==> config.mk <==
export PLATFORM = sky130hd
export DESIGN_NAME = seg_cap_unit
export DESIGN_NICKNAME = d
export VERILOG_FILES = /design/src/rtl/seg_cap_pkg.sv /design/src/rtl/seg_cap_decode.sv /design/src/rtl/seg_cap_modify.sv /design/src/rtl/seg_cap_access.sv /design/src/rtl/seg_cap_unit.sv
export SDC_FILE = /design/constraint.sdc
export NUM_CORES = 1
export LEC_CHECK = 0
export ABC_CLOCK_PERIOD_IN_PS = 7950
export CORE_MARGIN = 1.5
export CORE_UTILIZATION = 52
export CTS_BUF_LIST = sky130_fd_sc_hd__clkbuf_8
export DETAILED_ROUTE_END_ITERATION = 10
export PLACE_DENSITY = 0.75
export SLEW_MARGIN = 40
export SYNTH_ARGS = -nofsm -noshare
export SYNTH_HDL_FRONTEND = slang
export SYNTH_SLANG_ARGS = --single-unit
==> constraint.sdc <==
create_clock -name clk -period 7.95 [get_ports clk]
set_input_delay 1.59 -clock clk [delete_from_list [all_inputs] [get_ports clk]]
set_output_delay 1.59 -clock clk [all_outputs]
set_load 0.005 [all_outputs]
==> src/rtl/seg_cap_pkg.sv <==
// Shared field widths, operation codes and the capability layout
// for the power-of-two segment capability unit.
package seg_cap_pkg;
    localparam int PERM_W = 4;
    localparam int EXP_W  = 6;
    localparam int ADDR_W = 54;
    localparam int CAP_W  = PERM_W + EXP_W + ADDR_W;
    localparam int TOP_W  = ADDR_W + 1;
    localparam int OPND_W = 64;

    typedef enum logic [1:0] {
        OP_SET_ADDR = 2'd0,
        OP_ADD_OFF  = 2'd1,
        OP_CHECK    = 2'd2,
        OP_INSPECT  = 2'd3
    } op_e;

    typedef struct packed {
        logic [PERM_W-1:0] perm;
        logic [EXP_W-1:0]  expo;
        logic [ADDR_W-1:0] addr;
    } cap_t;
endpackage

==> src/rtl/seg_cap_decode.sv <==
// Segment decoder: turns an exponent and an address into the base and
// top of the 2^E-aligned segment holding that address.
// Assumes ADDR_W < 2**EXP_W. Exponents above ADDR_W are reported as
// invalid and yield zero base and top.
module seg_cap_decode #(
    parameter int ADDR_W = 54,
    parameter int EXP_W  = 6
) (
    input  logic [EXP_W-1:0]  expo_i,
    input  logic [ADDR_W-1:0] addr_i,
    output logic              expo_ok_o,
    output logic [ADDR_W-1:0] base_o,
    output logic [ADDR_W:0]   top_o
);
    localparam int TOP_W = ADDR_W + 1;

    logic [ADDR_W-1:0] keep;

    // One mask bit per address position: kept when the position is at or above E.
    generate
        for (genvar i = 0; i < ADDR_W; i++) begin : g_keep
            assign keep[i] = (int'(expo_i) <= i);
        end
    endgenerate

    assign expo_ok_o = (int'(expo_i) <= ADDR_W);

    // Clears the bits below E to form the base; the top adds one segment length.
    always_comb begin
        if (expo_ok_o) begin
            base_o = addr_i & keep;
            top_o  = {1'b0, base_o} + (TOP_W'(1) << expo_i);
        end else begin
            base_o = '0;
            top_o  = '0;
        end
    end
endmodule

==> src/rtl/seg_cap_modify.sv <==
// Address modifier: forms the candidate pointer for a set or add request
// and reports whether it stays inside the original segment.
// The candidate is kept two bits wider than the operand, so a wrap below
// zero or a carry past the address field shows up as a change above E.
module seg_cap_modify #(
    parameter int ADDR_W = 54,
    parameter int EXP_W  = 6,
    parameter int OPND_W = 64
) (
    input  seg_cap_pkg::op_e  op_i,
    input  logic [EXP_W-1:0]  expo_i,
    input  logic [ADDR_W-1:0] addr_i,
    input  logic [OPND_W-1:0] operand_i,
    output logic [ADDR_W-1:0] new_addr_o,
    output logic              stay_o
);
    import seg_cap_pkg::*;

    localparam int CW = OPND_W + 2;

    logic [CW-1:0] addr_ext;
    logic [CW-1:0] cand;
    logic [CW-1:0] hi_mask;

    assign addr_ext = CW'(addr_i);

    // Marks every candidate bit position at or above E.
    generate
        for (genvar i = 0; i < CW; i++) begin : g_hi
            assign hi_mask[i] = (int'(expo_i) <= i);
        end
    endgenerate

    // Picks the candidate pointer for the requested operation.
    always_comb begin
        case (op_i)
            OP_SET_ADDR: cand = {2'b00, operand_i};
            OP_ADD_OFF:  cand = addr_ext + {{2{operand_i[OPND_W-1]}}, operand_i};
            default:     cand = addr_ext;
        endcase
    end

    assign stay_o     = (((cand ^ addr_ext) & hi_mask) == '0);
    assign new_addr_o = cand[ADDR_W-1:0];
endmodule

==> src/rtl/seg_cap_access.sv <==
// Access checker: decides whether an access of a given size at the pointer
// is permitted. Assumes SIZE_W <= ADDR_W, so the end address fits 55 bits.
module seg_cap_access #(
    parameter int ADDR_W = 54,
    parameter int PERM_W = 4,
    parameter int SIZE_W = 16
) (
    input  logic              enable_i,
    input  logic              tag_i,
    input  logic [PERM_W-1:0] perm_i,
    input  logic [PERM_W-1:0] req_i,
    input  logic [ADDR_W-1:0] addr_i,
    input  logic [SIZE_W-1:0] size_i,
    input  logic [ADDR_W:0]   top_i,
    output logic              ok_o
);
    localparam int TOP_W = ADDR_W + 1;

    logic [TOP_W-1:0] end_addr;
    logic             perm_hit;

    assign end_addr = TOP_W'(addr_i) + TOP_W'(size_i);
    assign perm_hit = ((req_i & ~perm_i) == '0);

    // Combines the tag, permission and upper-range conditions.
    always_comb begin
        ok_o = enable_i && tag_i && perm_hit && (end_addr <= top_i);
    end
endmodule

==> src/rtl/seg_cap_unit.sv <==
// Power-of-two segment capability unit (top).
// Decodes the incoming capability, applies the requested address operation,
// drops the tag when the pointer leaves its segment, evaluates access checks,
// and registers the result together with the decoded limits of the result.
// Assumes one request per cycle at most; the result appears one clock later.
module seg_cap_unit #(
    parameter int SIZE_W = 16
) (
    input  logic        clk,
    input  logic        rst_n,
    input  logic        in_valid,
    input  logic        in_tag,
    input  logic [63:0] in_cap,
    input  logic [1:0]  in_op,
    input  logic [63:0] in_operand,
    input  logic [SIZE_W-1:0] in_size,
    input  logic [3:0]  in_perm_req,
    output logic        out_valid,
    output logic        out_tag,
    output logic [63:0] out_cap,
    output logic [53:0] out_base,
    output logic [54:0] out_top,
    output logic [53:0] out_addr,
    output logic        out_ok
);
    import seg_cap_pkg::*;

    cap_t              cap_in;
    op_e               op;
    logic              expo_ok;
    logic [ADDR_W-1:0] seg_base;
    logic [TOP_W-1:0]  seg_top;
    logic [ADDR_W-1:0] new_addr;
    logic              stay;
    logic              tag_next;
    logic              ok_next;
    cap_t              cap_next;
    logic              res_expo_ok;
    logic [ADDR_W-1:0] res_base;
    logic [TOP_W-1:0]  res_top;

    assign cap_in = cap_t'(in_cap);
    assign op     = op_e'(in_op);

    // Limits of the incoming capability, used by the access check.
    seg_cap_decode #(.ADDR_W(ADDR_W), .EXP_W(EXP_W)) u_dec_in (
        .expo_i    (cap_in.expo),
        .addr_i    (cap_in.addr),
        .expo_ok_o (expo_ok),
        .base_o    (seg_base),
        .top_o     (seg_top)
    );

    seg_cap_modify #(.ADDR_W(ADDR_W), .EXP_W(EXP_W), .OPND_W(OPND_W)) u_mod (
        .op_i       (op),
        .expo_i     (cap_in.expo),
        .addr_i     (cap_in.addr),
        .operand_i  (in_operand),
        .new_addr_o (new_addr),
        .stay_o     (stay)
    );

    assign tag_next = in_tag && expo_ok && stay;

    seg_cap_access #(.ADDR_W(ADDR_W), .PERM_W(PERM_W), .SIZE_W(SIZE_W)) u_acc (
        .enable_i (op == OP_CHECK),
        .tag_i    (tag_next),
        .perm_i   (cap_in.perm),
        .req_i    (in_perm_req),
        .addr_i   (cap_in.addr),
        .size_i   (in_size),
        .top_i    (seg_top),
        .ok_o     (ok_next)
    );

    // Assembles the result word: fields copied, address replaced.
    always_comb begin
        cap_next      = cap_in;
        cap_next.addr = new_addr;
    end

    // Limits reported for the resulting capability.
    seg_cap_decode #(.ADDR_W(ADDR_W), .EXP_W(EXP_W)) u_dec_out (
        .expo_i    (cap_next.expo),
        .addr_i    (cap_next.addr),
        .expo_ok_o (res_expo_ok),
        .base_o    (res_base),
        .top_o     (res_top)
    );

    // Result register: valid follows the request, data loads only on a request.
    always_ff @(posedge clk) begin
        if (!rst_n) begin
            out_valid <= 1'b0;
            out_tag   <= 1'b0;
            out_cap   <= '0;
            out_base  <= '0;
            out_top   <= '0;
            out_addr  <= '0;
            out_ok    <= 1'b0;
        end else begin
            out_valid <= in_valid;
            if (in_valid) begin
                out_tag  <= tag_next && res_expo_ok;
                out_cap  <= cap_next;
                out_base <= res_base;
                out_top  <= res_top;
                out_addr <= cap_next.addr;
                out_ok   <= ok_next;
            end
        end
    end

    // Segment base of the input is kept for the checker's view of the design.
    logic unused_base;
    assign unused_base = ^seg_base;
endmodule

==> results of run 1 <==
==> per-layer routing <==
layer | vias to the layer above | GRT usage | share of wire
met2 | 2017 | 0.653 | 0.41
met4 | 6 | 0.178 | 0.044
met1 | 13200 | 0.603 | 0.40
li1 | 12700 | - | -
met3 | 282 | 0.108 | 0.14
met5 | - | 0 | 0.00067
==> layout by cell type, fill, tap and decap left out, types with 33 or more instances in the layout <==
| cell | count |
|---|---|
| nor2b_1 | 48 |
| xnor2_1 | 133 |
| and2_1 | 69 |
| and3_1 | 41 |
| nand2_1 | 284 |
| mux2i_1 | 106 |
| clkdlybuf4s50_1 | 380 |
| nor2_1 | 376 |
| a22oi_1 | 33 |
| xor2_1 | 62 |
| dfxtp_1 | 176 |
| a211oi_1 | 42 |
| nand2b_1 | 51 |
| inv_1 | 81 |
| a21o_1 | 116 |
| buf_4 | 236 |
| nand4_1 | 65 |
| o21ai_0 | 151 |
| nor3_1 | 106 |
| ha_1 | 233 |
| nand3_1 | 98 |
| o21a_1 | 57 |
| a21oi_1 | 267 |
==> logic make-up after synthesis <==
kind of cell	Yosys count	share of synthesized area
buf+inv	309	0.0600
flops	176	0.150
fa+ha+maj	237	0.128
compound gates	958	0.277
xor+xnor	195	0.0729
simple gates	1257	0.259
mux	121	0.0525
==> through the flow <==
step / cells / total power (uW)
3_3_place_gp: 4241 / 2540
6_report: 4273 / 3290
2_1_floorplan: 3253 / 1910
5_1_grt: 4273 / 3410
3_5_place_dp: 4241 / 2580
4_1_cts: 4273 / 3220
==> registers in the layout (all words and copies together), names as in the netlist <==
name and cells:
out_top 55, out_ok 1, out_cap 64, out_base 54, out_valid 1, out_tag 1
==> what timing repair did <==
| item | in CTS | in global routing |
|---|---|---|
| hold buffers | 0 | 0 |
| gates resized for setup | 0 | 2 |
| endpoints found under the setup margin | 0 | 1 |
==> path summary, 6_finish.rpt <==
kind / to
max: out_top[53]
min: out_top[49]
max reg2reg: out_top[53]
min reg2reg: out_top[49]
==> tightest hold or removal path: cells and delay by family (launching register included) <==
family	cells	cell delay (ns)
flip-flops	1	0.34
AND/OR/NAND/NOR	1	0.05
AO/OA/AOI/OAI	1	0.05
==> where the power goes <==
part / internal [uW] / switching [uW] / total (uW) / leakage (uW)
combinational: 683 / 974 / 1660 / 0.0111
sequential: 932 / 40.0 / 972 / 0.00144
clock: 276 / 381 / 657 / 0.000205
==> area by class of cell <==
cell class,count,area share
tap,592,0.0254
sequential,176,0.121
inverter,84,0.0110
timing repair buffer,621,0.193
clock buffer,19,0.00898
clock inverter,13,0.00490
multi-input combinational,2768,0.635
==> flow_summary.ini, run 1 <==
[outcome]
status = complete, no violations

[die]
io_pins = 384
die_h_um = 215
core_mm2 = 0.0443
die_x_um = 215
initial_core_util = 0.528
placementRows = 77
fp.dieArea_mm2 = 0.0463

[power]
p_leak_uw = 0.0127
power.density_mw_per_mm2 = 113
ir_drop_mv = 0.152

[grt]
grt_max_degree = 98
grt_use_total = 0.439
grt_pass1_vias = 25900
antenna_found_initial = 3
overflow = 0
grt_pass1_wl_um = 157000

[worst_setup_path]
reg2regPathDepth = 3
ff2ff_setup_slack_ns = 7.03
cp-startpoint = in_cap[0]
start_kind = input pin
cp_max_fo = 5
slowest_stage = a211oi_1
worstPathArrival_ns = 8.05
cp-end-kind = flop
critPathTopFamily = compound AO/OA/AOI/OAI gates
max_stage_delay_ns = 0.51
worst_ep_required_time_ns = 8.34
path_buf_inv = 3
crit_type = in -> reg
critical_path_depth = 25
r2r-start = out_top[53]

[clocking]
cts_tree = built
clk-insertion-delay-late_ns = 0.51
cts-root-buf = clkbuf_8
cts_setup_buffers = 0
clk_pin_slew_ns = 0.10
cts_buffers = 17
clock_path_buffers = 2
clkSinkCount = 176
htree_levels = 4

[cells_and_area]
final_layout_size_suffix_gt1_frac = 0.0954
nets = 4059
syn2layout_area_growth_pct = 24.4
multi_input_area_mm2 = 0.0185
utilization = 0.657
fin_area_mm2 = 0.0291
regArea_mm2 = 0.00352
diodes = 0
fillCellCount = 3948

[route]
vias = 28200
drc = 0
drt-total-wl_um = 106000
drt_iter0_drc = 3414
vias_per_cell = 6.59
antenna_left = 0
wl_per_cell_um = 24.8
dr.pass1.iters = 6

[placement]
place_hpwl_um = 87800
port_buffers = 383
globalplace.congestion = 1.12
dpl_worst_slack_ns = -0.113
dpl_cell_area_mm2 = 0.0287

[sta]
setup_tns_ns = 0
clock.fmax_mhz = 131
rsz0062_at_grt = false
setup_viol = 0
fin_crit_sh = 0.964
max_slew_margin = 0.337
hold_violations = 0
fin_ws_ns = 0.288
tightest_slew_ns = 0.988
fin_worst_skew_ns = 0
holdWs_ns = 0.466
slew_violations = 0
period_needed_ns = 7.66

[yosys]
synthTopCellsByCount = nor2_1, nand2_1, a21oi_1, ha_1, dfxtp_1
synth_top_flop_cell = dfxtp_1
ys_top_cells_by_area = dfxtp_1, ha_1, nor2_1
post-synth-top-count-cell = nor2_1
synth_top_area_share = 0.150
netlist_area_mm2 = 0.0234
netlist_instances = 3253
syn_nets = 3644
synth_edf_count = 0
synth_cell_types = 105
syn_avg_cell_area_um2 = 7.20
ys_warn_count = 0
synth-seq-cells = 176
async_flop_share = 0
ys_seq_area_frac = 0.150
yosysTopAreaCell = dfxtp_1

[hold_path]
hold_path_class = reg -> reg
holdCritStartpoint = out_top[49]
holdPathStages = 2

[flow_run]
maxCapViolations = 0
Power figures use the tool's default switching activity.
==> inputs of run 2 (changes only) <==
HOLD_SLACK_MARGIN = 0.12   (was unset)
==> results of run 2 <==
No change in the layout: final DEF, timing and power equal those of run 1.
